==> config.mk <==
export PLATFORM = sky130hd
export DESIGN_NAME = rx_crc_disp
export DESIGN_NICKNAME = d
export VERILOG_FILES = /design/src/rtl/rx_crc_pkg.sv /design/src/rtl/rx_crc32.sv /design/src/rtl/rx_sat_cnt.sv /design/src/rtl/rx_pkt_fifo.sv /design/src/rtl/rx_crc_disp.sv
export SDC_FILE = /design/constraint.sdc
export NUM_CORES = 1
export LEC_CHECK = 0
export BUFFER_PORTS_ARGS = -buffer_cell sky130_fd_sc_hd__buf_4
export CAP_MARGIN = 15
export CORE_ASPECT_RATIO = 0.6
export CORE_MARGIN = 10
export CORE_UTILIZATION = 60
export CTS_CLUSTER_SIZE = 28
export DETAILED_ROUTE_END_ITERATION = 6
export GPL_TIMING_DRIVEN = 0
export PLACE_DENSITY = 0.84
export SETUP_SLACK_MARGIN = 0.5
export SYNTH_ARGS = -nofsm -noshare
export SYNTH_HDL_FRONTEND = slang
export SYNTH_SLANG_ARGS = --single-unit
export TNS_END_PERCENT = 30
==> constraint.sdc <==
create_clock -name clk_i -period 12.2 [get_ports clk_i]
set_input_delay 1.22 -clock clk_i [delete_from_list [all_inputs] [get_ports clk_i]]
set_output_delay 1.22 -clock clk_i [all_outputs]
set_load 0.05 [all_outputs]
==> src/rtl/rx_crc_pkg.sv <==
package rx_crc_pkg;

  typedef struct packed {
    logic       sof;
    logic       eof;
    logic       bad;
    logic       err;
    logic [7:0] data;
  } rx_ent_t;

  localparam logic [31:0] CRC_POLY_REFL = 32'hEDB88320;
  localparam logic [31:0] CRC_INIT      = 32'hFFFFFFFF;
  // 0xC704DD7B held in reflected register order
  localparam logic [31:0] CRC_RESIDUE   = 32'hDEBB20E3;

  function automatic logic [31:0] crc_step(input logic [31:0] c, input logic [7:0] d);
    logic [31:0] r;
    r = c ^ {24'd0, d};
    for (int k = 0; k < 8; k++) begin
      r = r[0] ? ((r >> 1) ^ CRC_POLY_REFL) : (r >> 1);
    end
    return r;
  endfunction

endpackage

==> src/rtl/rx_crc32.sv <==
module rx_crc32
  import rx_crc_pkg::*;
(
  input  logic       clk_i,
  input  logic       rst_ni,
  input  logic       en_i,
  input  logic       sof_i,
  input  logic [7:0] data_i,
  output logic       ok_o
);

  logic [31:0] crc_q, crc_d;

  assign crc_d = crc_step(sof_i ? CRC_INIT : crc_q, data_i);
  assign ok_o  = (crc_d == CRC_RESIDUE);

  always_ff @(posedge clk_i or negedge rst_ni) begin
    if (!rst_ni)   crc_q <= CRC_INIT;
    else if (en_i) crc_q <= crc_d;
  end

endmodule

==> src/rtl/rx_sat_cnt.sv <==
module rx_sat_cnt #(
  parameter int W = 32
) (
  input  logic         clk_i,
  input  logic         rst_ni,
  input  logic         clr_i,
  input  logic         inc_i,
  output logic [W-1:0] cnt_o
);

  localparam logic [W-1:0] MAX = '1;

  logic [W-1:0] cnt_q;

  always_ff @(posedge clk_i or negedge rst_ni) begin
    if (!rst_ni)                    cnt_q <= '0;
    else if (clr_i)                 cnt_q <= '0;
    else if (inc_i && cnt_q != MAX) cnt_q <= cnt_q + W'(1);
  end

  assign cnt_o = cnt_q;

  AST_CNT_STEP: assert property (@(posedge clk_i) disable iff (!rst_ni)
    (inc_i && !clr_i && cnt_q != MAX) |=> cnt_q == $past(cnt_q) + W'(1));
  AST_CNT_SAT: assert property (@(posedge clk_i) disable iff (!rst_ni)
    (!clr_i && cnt_q == MAX) |=> cnt_q == MAX);
  AST_CNT_IDLE: assert property (@(posedge clk_i) disable iff (!rst_ni)
    (!clr_i && !inc_i) |=> $stable(cnt_q));
  AST_CNT_CLR: assert property (@(posedge clk_i) disable iff (!rst_ni)
    clr_i |=> cnt_q == '0);

endmodule

==> src/rtl/rx_pkt_fifo.sv <==
module rx_pkt_fifo
  import rx_crc_pkg::*;
#(
  parameter int DEPTH = 64,
  localparam int AW = $clog2(DEPTH),
  localparam int PW = AW + 1
) (
  input  logic          clk_i,
  input  logic          rst_ni,
  input  logic          wr_i,
  input  rx_ent_t       wr_ent_i,
  input  logic          commit_i,
  input  logic          rewind_i,
  input  logic [PW-1:0] rewind_ptr_i,
  output logic [PW-1:0] wp_o,
  output logic [PW-1:0] free_o,
  output logic          rd_valid_o,
  output rx_ent_t       rd_ent_o,
  input  logic          rd_i
);

  rx_ent_t       mem_q [DEPTH];
  logic [PW-1:0] wp_q, cp_q, rp_q, wp_d;

  assign wp_d       = rewind_i ? rewind_ptr_i : (wr_i ? wp_q + PW'(1) : wp_q);
  assign wp_o       = wp_q;
  assign free_o     = PW'(DEPTH) - (wp_q - rp_q);
  assign rd_valid_o = (rp_q != cp_q);
  assign rd_ent_o   = mem_q[rp_q[AW-1:0]];

  always_ff @(posedge clk_i) begin
    if (wr_i) mem_q[wp_q[AW-1:0]] <= wr_ent_i;
  end

  always_ff @(posedge clk_i or negedge rst_ni) begin
    if (!rst_ni) begin
      wp_q <= '0;
      cp_q <= '0;
      rp_q <= '0;
    end else begin
      wp_q <= wp_d;
      if (commit_i) cp_q <= wp_d;
      if (rd_i)     rp_q <= rp_q + PW'(1);
    end
  end

  AST_NO_OVERFLOW: assert property (@(posedge clk_i) disable iff (!rst_ni)
    (wp_q - rp_q) <= PW'(DEPTH));
  AST_COMMIT_IN_RANGE: assert property (@(posedge clk_i) disable iff (!rst_ni)
    (cp_q - rp_q) <= (wp_q - rp_q));
  AST_REWIND_UNCOMMITTED: assert property (@(posedge clk_i) disable iff (!rst_ni)
    rewind_i |-> rewind_ptr_i == cp_q);
  AST_READ_COMMITTED: assert property (@(posedge clk_i) disable iff (!rst_ni)
    rd_i |-> rp_q != cp_q);

endmodule

==> src/rtl/rx_crc_disp.sv <==
module rx_crc_disp
  import rx_crc_pkg::*;
#(
  parameter int DEPTH = 64,
  parameter int LEN_W = 12,
  parameter int CNT_W = 32,
  localparam int PW = $clog2(DEPTH) + 1
) (
  input  logic             clk_i,
  input  logic             rst_ni,
  input  logic             in_valid_i,
  input  logic [7:0]       in_data_i,
  input  logic             in_sof_i,
  input  logic             in_eof_i,
  input  logic             cfg_pass_i,
  input  logic             cfg_drop_i,
  input  logic             cfg_strobe_i,
  input  logic [LEN_W-1:0] cfg_thresh_i,
  input  logic             cnt_clr_i,
  output logic             out_valid_o,
  input  logic             out_ready_i,
  output logic [7:0]       out_data_o,
  output logic             out_sof_o,
  output logic             out_eof_o,
  output logic             out_bad_o,
  output logic             out_err_o,
  output logic [CNT_W-1:0] fcs_err_cnt_o,
  output logic [CNT_W-1:0] ovf_cnt_o
);

  localparam logic [LEN_W-1:0] LEN_MAX = '1;

  logic             in_frame_q, discard_q, cut_q;
  logic [LEN_W-1:0] len_q, cur_len;
  logic [PW-1:0]    start_q, start_ptr, wp, free;
  logic             crc_ok, acc, room, cut_prev, cut_now;
  logic             fifo_wr, fifo_commit, fifo_rewind, ovf_inc, fcs_inc, rd;
  rx_ent_t          wr_ent, rd_ent;

  rx_crc32 u_crc (
    .clk_i  (clk_i),
    .rst_ni (rst_ni),
    .en_i   (in_valid_i),
    .sof_i  (in_sof_i),
    .data_i (in_data_i),
    .ok_o   (crc_ok)
  );

  assign acc       = in_valid_i && (in_sof_i || (in_frame_q && !discard_q));
  assign room      = free >= PW'(2);
  assign cut_prev  = !in_sof_i && cut_q;
  assign cur_len   = in_sof_i ? LEN_W'(1) : ((len_q == LEN_MAX) ? len_q : len_q + LEN_W'(1));
  assign cut_now   = cut_prev || (cur_len > cfg_thresh_i);
  assign start_ptr = in_sof_i ? wp : start_q;

  always_comb begin
    fifo_wr     = 1'b0;
    fifo_commit = 1'b0;
    fifo_rewind = 1'b0;
    ovf_inc     = 1'b0;
    wr_ent      = '0;
    wr_ent.data = in_data_i;
    wr_ent.sof  = in_sof_i;
    wr_ent.eof  = in_eof_i;
    if (acc) begin
      if (room) begin
        if (in_eof_i && !crc_ok && !cfg_pass_i) begin
          if (cfg_drop_i && !cut_now) begin
            fifo_rewind = 1'b1;
          end else begin
            fifo_wr     = 1'b1;
            fifo_commit = 1'b1;
            wr_ent.bad  = 1'b1;
            wr_ent.err  = cfg_strobe_i;
          end
        end else begin
          fifo_wr     = 1'b1;
          fifo_commit = in_eof_i || cut_now;
        end
      end else begin
        ovf_inc = 1'b1;
        if (cut_prev) begin
          // part already released: close it with an error beat
          fifo_wr     = 1'b1;
          fifo_commit = 1'b1;
          wr_ent.eof  = 1'b1;
          wr_ent.bad  = 1'b1;
          wr_ent.err  = 1'b1;
        end else begin
          fifo_rewind = 1'b1;
        end
      end
    end
  end

  always_ff @(posedge clk_i or negedge rst_ni) begin
    if (!rst_ni) begin
      in_frame_q <= 1'b0;
      discard_q  <= 1'b0;
      cut_q      <= 1'b0;
      len_q      <= '0;
      start_q    <= '0;
    end else if (in_valid_i) begin
      if (in_sof_i) begin
        in_frame_q <= 1'b1;
        discard_q  <= 1'b0;
        start_q    <= wp;
      end
      if (acc) begin
        len_q <= cur_len;
        cut_q <= cut_now;
        if (!room) discard_q <= 1'b1;
      end
      if (in_eof_i) begin
        in_frame_q <= 1'b0;
        discard_q  <= 1'b0;
      end
    end
  end

  rx_pkt_fifo #(.DEPTH(DEPTH)) u_fifo (
    .clk_i        (clk_i),
    .rst_ni       (rst_ni),
    .wr_i         (fifo_wr),
    .wr_ent_i     (wr_ent),
    .commit_i     (fifo_commit),
    .rewind_i     (fifo_rewind),
    .rewind_ptr_i (start_ptr),
    .wp_o         (wp),
    .free_o       (free),
    .rd_valid_o   (out_valid_o),
    .rd_ent_o     (rd_ent),
    .rd_i         (rd)
  );

  assign rd         = out_valid_o && out_ready_i;
  assign out_data_o = rd_ent.data;
  assign out_sof_o  = rd_ent.sof;
  assign out_eof_o  = rd_ent.eof;
  assign out_bad_o  = rd_ent.bad;
  assign out_err_o  = rd_ent.err;

  assign fcs_inc = in_valid_i && in_eof_i && !crc_ok;

  rx_sat_cnt #(.W(CNT_W)) u_fcs_cnt (
    .clk_i  (clk_i),
    .rst_ni (rst_ni),
    .clr_i  (cnt_clr_i),
    .inc_i  (fcs_inc),
    .cnt_o  (fcs_err_cnt_o)
  );

  rx_sat_cnt #(.W(CNT_W)) u_ovf_cnt (
    .clk_i  (clk_i),
    .rst_ni (rst_ni),
    .clr_i  (cnt_clr_i),
    .inc_i  (ovf_inc),
    .cnt_o  (ovf_cnt_o)
  );

  AST_OUT_HOLD: assert property (@(posedge clk_i) disable iff (!rst_ni)
    (out_valid_o && !out_ready_i) |=> (out_valid_o && $stable(out_data_o)
      && $stable(out_sof_o) && $stable(out_eof_o) && $stable(out_err_o)));
  AST_FLAGS_AT_EOF: assert property (@(posedge clk_i) disable iff (!rst_ni)
    (out_valid_o && (out_bad_o || out_err_o)) |-> out_eof_o);
  AST_ERR_IS_BAD: assert property (@(posedge clk_i) disable iff (!rst_ni)
    (out_valid_o && out_err_o) |-> out_bad_o);
  AST_PASS_NO_FLAG: assert property (@(posedge clk_i) disable iff (!rst_ni)
    (fifo_wr && cfg_pass_i && room) |-> !wr_ent.bad);

endmodule

**After elaboration in Yosys (flattened, before gate mapping)**

Memory sizes are Yosys's and may differ from the RTL's.
Index checks and enable logic that the tools add are counted.

- Flip-flop bits (word level): 139
- Word-level logic and storage cells: 106
- Input bits: 30
- Bits in writable memories: 768
- Memories: 1
- Output and inout port bits: 77

Memory list:

| memory | words | bits a word | read ports | clocked after memory_dff | wr ports | line | text |
|---|---|---|---|---|---|---|---|
| u_fifo.mem_q | 64 | 12 | 1 | 0 | 1 | rx_pkt_fifo.sv:22 | `rx_ent_t mem_q [DEPTH];` |

- Bitwise operators: 9
- Magnitude comparators: 2
- $add $sub $neg: 7
- Mux-type cells: 47
- Equal/unequal tests: 5
- Reductions and logical operators: 24

Operator list:

| cell | number |
|---|---|
| 32-bit 2-to-1 mux | 13 |
| 13-bit inverter with 14-bit output | 8 |
| 32-bit by 1-bit adder with 32-bit output, second input constant | 2 |
| 32-bit inequality test, second input constant | 2 |
| 32-bit equality test, second input constant | 1 |
| 32-bit by 8-bit bitwise XOR with 32-bit output | 1 |
| 1-bit 2-to-1 mux | 24 |
| 12-bit 2-to-1 mux | 2 |
| 7-bit 2-to-1 mux | 3 |
| 7-bit by 1-bit adder with 7-bit output, second input constant | 2 |
| 12-bit by 1-bit adder with 12-bit output, second input constant | 1 |
| 12-bit equality test, second input constant | 1 |
| 12-bit > comparator | 1 |
| 1-bit logical AND | 11 |
| 7-bit by 2-bit greater-or-equal comparator with 1-bit output, second input constant | 1 |
| 7-bit inequality test | 1 |
| 7-bit subtractor | 1 |
| 7-bit subtractor, first input constant | 1 |
| 2-bit 2-to-1 mux | 3 |
| 3-bit 2-to-1 mux | 2 |
| 2-bit nonzero test | 3 |
| 1-bit zero test | 5 |
| 2-bit AND reduction | 2 |
| 1-bit logical OR | 3 |

**Logic depth before layout (Yosys ltp)**

- Depth after elaboration: 27
- Gate-level depth with buffers: 20
- Gate-level depth less buffers: 18

**Cells and area by module**

Synthesis repeated with hierarchy kept, for this count alone.

- Cells, all modules: 2,409
- Area total of the unflattened synthesis: 39,262.7 um^2

Modules (own cells, without submodules):

| module | times used | sequential area each (um^2) | cells each | area each (um^2) |
|---|---|---|---|---|
| rx_pkt_fifo | 1 | 23,587.6 | 1,474 | 30,703.2 |
| rx_crc32 | 1 | 840.8 | 340 | 3,106.7 |
| rx_sat_cnt (u_ovf_cnt) | 1 | 800.8 | 191 | 1,831.8 |
| rx_crc_disp | 1 | 550.5 | 210 | 1,810.5 |
| rx_sat_cnt (u_fcs_cnt) | 1 | 800.8 | 194 | 1,810.5 |

**Least setup slack after synthesis**

Ideal clock, no wire load.

- Path type: input-to-reg
- From: input port in_sof_i
- To: memory u_fifo.mem_q[0][8] (netlist name) (data pin)
- Buffers on the path: 6
- Library setup time: 0.722 ns
- Stages: 18
- Arrival time: 8.623 ns
- Path slack: 2.855 ns
- Data required time: 11.478 ns
- Path through: buf_2 > buf_2 > buf_1 > clkbuf_1 > buf_1 > buf_2 > a21oi_1 > ha_1 > a21o_1 > a21o_1 > a21oi_1 > or2_2 > a31oi_1 > nor2b_1 > nor2b_1 > o21ai_0 > a21oi_1 > a21boi_0

RTL lines:

| item | line | text |
|---|---|---|
| from (decl) | rx_crc_disp.sv:13 | `input logic in_sof_i,` |
| to (decl) | rx_pkt_fifo.sv:22 |  |

**Worst setup path in the final report**

- From: input port in_sof_i
- To: memory u_fifo.mem_q[3][7] (netlist name), enable pin

- Elaborated cells between the ends (all ways): 38
- Classes of those cells: 1 x order compare; 1 x eq/ne; 17 x mux; 9 x bitwise; 10 x reduce/logical

RTL lines:

| item | line | text |
|---|---|---|
| 12-bit 2-to-1 mux | rx_crc_disp.sv:52 | `assign cur_len = in_sof_i ? LEN_W'(1) : ((len_q == LEN_MAX) ? len_q : len_q + LEN_W'(1));` |
| via cur_len[11] | rx_crc_disp.sv:34 | `logic [LEN_W-1:0] len_q, cur_len;` |
| 12-bit > comparator | rx_crc_disp.sv:53 | `assign cut_now = cut_prev \|\| (cur_len > cfg_thresh_i);` |
| 1-bit logical OR | rx_crc_disp.sv:53 |  |
| 1-bit zero test | rx_crc_disp.sv:68 | `if (cfg_drop_i && !cut_now) begin` |
| 1-bit logical AND | rx_crc_disp.sv:68 |  |
| 1-bit 2-to-1 mux | rx_crc_disp.sv:68 |  |
| 1-bit 2-to-1 mux | rx_crc_disp.sv:67 | `if (in_eof_i && !crc_ok && !cfg_pass_i) begin` |
| 1-bit 2-to-1 mux | rx_crc_disp.sv:66 | `if (room) begin` |
| 1-bit 2-to-1 mux | rx_crc_disp.sv:65 | `if (acc) begin` |
| 1-bit 2-to-1 mux | rx_pkt_fifo.sv:32 | `if (wr_i) mem_q[wp_q[AW-1:0]] <= wr_ent_i;` |
| 1-bit 2-to-1 mux (not written as such) | rx_pkt_fifo.sv:32 |  |

The timed path passes the listed nets, and every way through them passes these cells.

==> parameters.txt <==
Parameter                              Value

CTS
  # hold bufs at CTS ... 0
  Clock slew at reported path FFs ... 0.07 ns
  Max H-tree Level ... 3
  Total CTS buffers ... 78
  Clock sink count ... 907
  Clock tree from TritonCTS ... built
  Max Root-Sink Buffers ... 3
  Number of buffers inserted to repair setup after CTS ... 0
  Insertion delay of the later-clocked pin in the worst-skew pair ... 0.67 ns
  Total of cells resized after clock tree synthesis ... 0
  Root buffer cell ... clkbuf_16

Synthesis
  Avg Synthesized Cell Area ... 17.8 µm²
  Distinct cell type count of the synthesized netlist ... 80
  Post-Synthesis Cells ... 2,158
  EDFF count, synth ... 768
  Total of flip-flops plus latches after synthesis ... 907
  Most used flip-flop cell after synthesis ... edfxtp_1
  Fraction of the yosys area taken by sequential cells ... 0.691
  Yosys warns ... 0
  Syn Std Cell Area ... 0.0385 mm²
  Post-synthesis async set-or-reset flop share ... 0.153
  Syn nets ... 2,218

Worst hold path
  Type of the worst min-delay path ... input port to async pin

Global routing
  Combined global-route utilization of all metal layers ... 0.277
  Remaining global-route overflow ... 0
  Wire length of the first global-routing pass ... 153 mm
  Maximum number of pins on one net before global-route repair ... 102
  Antenna violations before repair ... 5
  Via count of the first global-routing pass ... 22,112

Placement
  Placement Setup Slack ... 3.87 ns
  Final HPWL DP ... 67.9 mm
  RD Place Congestion ... 0.924
  Port buffer count ... 106

Floorplan
  FP Rows ... 71
  Area inside the core boundary ... 0.0631 mm²
  Top-Level Pins ... 107
  Width of the die ... 347 µm
  Die Span Y ... 216 µm
  Effective utilization at floorplan ... 0.610
  Overall die area ... 0.0750 mm²

STA
  Worst Max-Slew Pin Slew ... 1.17 ns
  Setup Skew ... 0.0385 ns
  Normalized max-slew margin ... 0.214
  Period utilisation layout ... 0.641
  Setup TNS ... 0 ns
  Worst path setup slack after routing ... 4.38 ns
  Number of max-slew violations in the final report ... 0
  Achievable clock frequency ... 0.128 GHz
  Unrepaired setup endpoints after global routing ... no
  Setup-violating endpoint count in the final report ... 0
  Final Hold Fails ... 0
  Min Clock Period, post-route ... 7.82 ns

Run status
  Outcome ... finished clean

Route
  Vias per cell ... 6.80
  Violation count after the first detailed-routing iteration ... 3,602
  Average wire length per cell after detail routing ... 31.5 µm
  Routed vias ... 22,547
  Final Routed Wirelength ... 104 mm
  DR pass1 iterations ... 6
  DRC Markers ... 0
  Post-route ant nets ... 0

Worst setup path
  FF-to-FF Start ... u_fifo.rp_q[0]
  Launching instance or port of the critical path ... in_sof_i
  Startpoint types ... input port
  Critical path class ... input port to register
  Kind of end point of the critical path ... register
  Data required time at the worst endpoint ... 12.46 ns
  Maximum fanout count along the critical path ... 65
  Data arrival time of the critical path ... 8.08 ns

Power and ir drop
  Largest voltage drop on the vdd net ... 0.000153 V
  Logic pwr share ... 0.380
  Relative contribution of the clock network to total power ... 0.257
  Switching fraction of total power ... 0.347
  PD cells ... 232 mW/mm²
  Power spent charging and discharging nets ... 3.53 mW
  P_int ... 6.64 mW
  Portion of total power attributed to sequential cells ... 0.363
  Static Leak ... 14.8 nW

Final layout
  Nets ... 2,473
  Layout cells sized above 1 ... 0.267
  Layout Utilization ... 0.694
  Most common cell after layout, fill and taps aside ... edfxtp_1
  Post-synthesis to final-layout area growth ... 13.8%
  Most used cells in the layout excluding fill and tap cells ... edfxtp_1 (768), mux4_2 (252), nor2_1 (174)

Flow run
  Reported max-cap violation count ... 0
-- state kept, by name, indices dropped and copies added, names as in the netlist --
signal and cells:
discard_q 1, u_ovf_cnt.cnt_o 32, len_q 12, u_fifo.cp_q 7, cut_q 1, u_fifo.wp_o 7, u_fcs_cnt.cnt_o 32, u_fifo.rp_q 7
start_q 7, u_crc.crc_q 32, u_fifo.mem_q 768, in_frame_q 1
-- synthesized netlist by cell type, types with 23 or more instances --
cell      count  area [µm²]
or3_1        31         194
clkbuf_1     72         270
dfstp_2      32         841
inv_1        35         131
a21oi_1      69         345
nand2_1      75         282
edfxtp_1    768       23100
xor2_1       41         359
nand3_1      43         215
ha_1         29         363
nor2_1      174         653
nand4_1      23         144
xnor2_1      95         832
dfrtp_1     107        2680
mux4_2      252        5680
mux2_2       25         282
o21ai_0      50         250
-- per-layer routing --
metal | wire length (µm) | share of wire | vias up | GRT usage
met3 | 15200 | 0.15 | 209 | 0.0862
met5 | 9 | 0.000086 | - | 0.00987
met4 | 2830 | 0.027 | 2 | 0.0749
li1 | - | - | 9053 | -
met2 | 47100 | 0.45 | 1718 | 0.408
met1 | 39300 | 0.38 | 11565 | 0.399
-- worst paths after layout --
kind                                 endpoint  slack, ns  depth (start not counted)
max reg2reg                u_fifo.mem_q[1][8]       5.28                         20
min in group clk_i                 start_q[5]       0.49                          2
min                                  len_q[9]       0.48                          1
max                        u_fifo.mem_q[3][7]       4.38                         18
max in group asynchronous      u_crc.crc_q[9]      10.83                          2
min reg2reg                        start_q[5]       0.49                          2
-- kinds of logic (layout without fill, tap and decap cells) --
logic type      Yosys count  in the layout  share of synthesized area
flops                   907            907                      0.691
simple gates            450            450                     0.0594
mux                     286            286                      0.157
compound gates          183            183                     0.0290
buf+inv                 155            472                     0.0171
xor+xnor                147            147                     0.0368
fa+ha+maj                30             30                    0.00995
other cells               0              2                          0
-- per-stage QoR --
| step | total power, mW | std cells | area (µm²) | hold WS (ns) |
|---|---|---|---|---|
| 6_report | 10.2 | 3316 | 43800 | 0.483 |
| 5_1_grt | 10.5 | 3315 | 43800 | 0.502 |
| 4_1_cts | 10.1 | 3262 | 43300 | 0.478 |
| 3_5_place_dp | 7.44 | 3120 | 40600 | 0.473 |
| 3_3_place_gp | 7.30 | 3103 | 40300 | 0.462 |
| 2_1_floorplan | 6.22 | 2158 | 38500 | 0.443 |
-- worst max-delay path, cell delays in order --
cell      delay (ns)
buf_4           0.57
buf_2           0.33
buf_2           0.27
buf_1           0.57
clkbuf_1        0.48
buf_1           0.48
clkbuf_1        0.45
nor2_1          0.11
ha_1            0.31
nand4_1         0.17
or2_2           0.36
a31oi_1         0.42
nor2b_1         0.16
and4_1          0.29
a21oi_4         0.22
buf_8           0.20
nand4_4         0.35
nor2_1          1.03
-- power groups by stage --
stage | clock network (mW) | registers (mW) | logic, mW
3_3_place_gp | 0 | 3.74 | 3.56
3_5_place_dp | 0 | 3.75 | 3.69
6_report | 2.62 | 3.69 | 3.86
2_1_floorplan | 0 | 3.72 | 2.51
5_1_grt | 2.75 | 3.70 | 4.02
4_1_cts | 2.63 | 3.69 | 3.75
-- area by class of cell --
| cell class | count | area, µm² |
|---|---|---|
| antenna | 2 | 5.00 |
| buffer | 119 | 523 |
| clock buffer | 102 | 2080 |
| clock inverter | 40 | 579 |
| fill | 3850 | 19300 |
| inverter | 36 | 135 |
| multi-input combinational | 1096 | 11300 |
| sequential | 907 | 26600 |
| tap | 839 | 1050 |
| timing repair buffer | 175 | 1520 |
(Power assumes the default switching activity.)
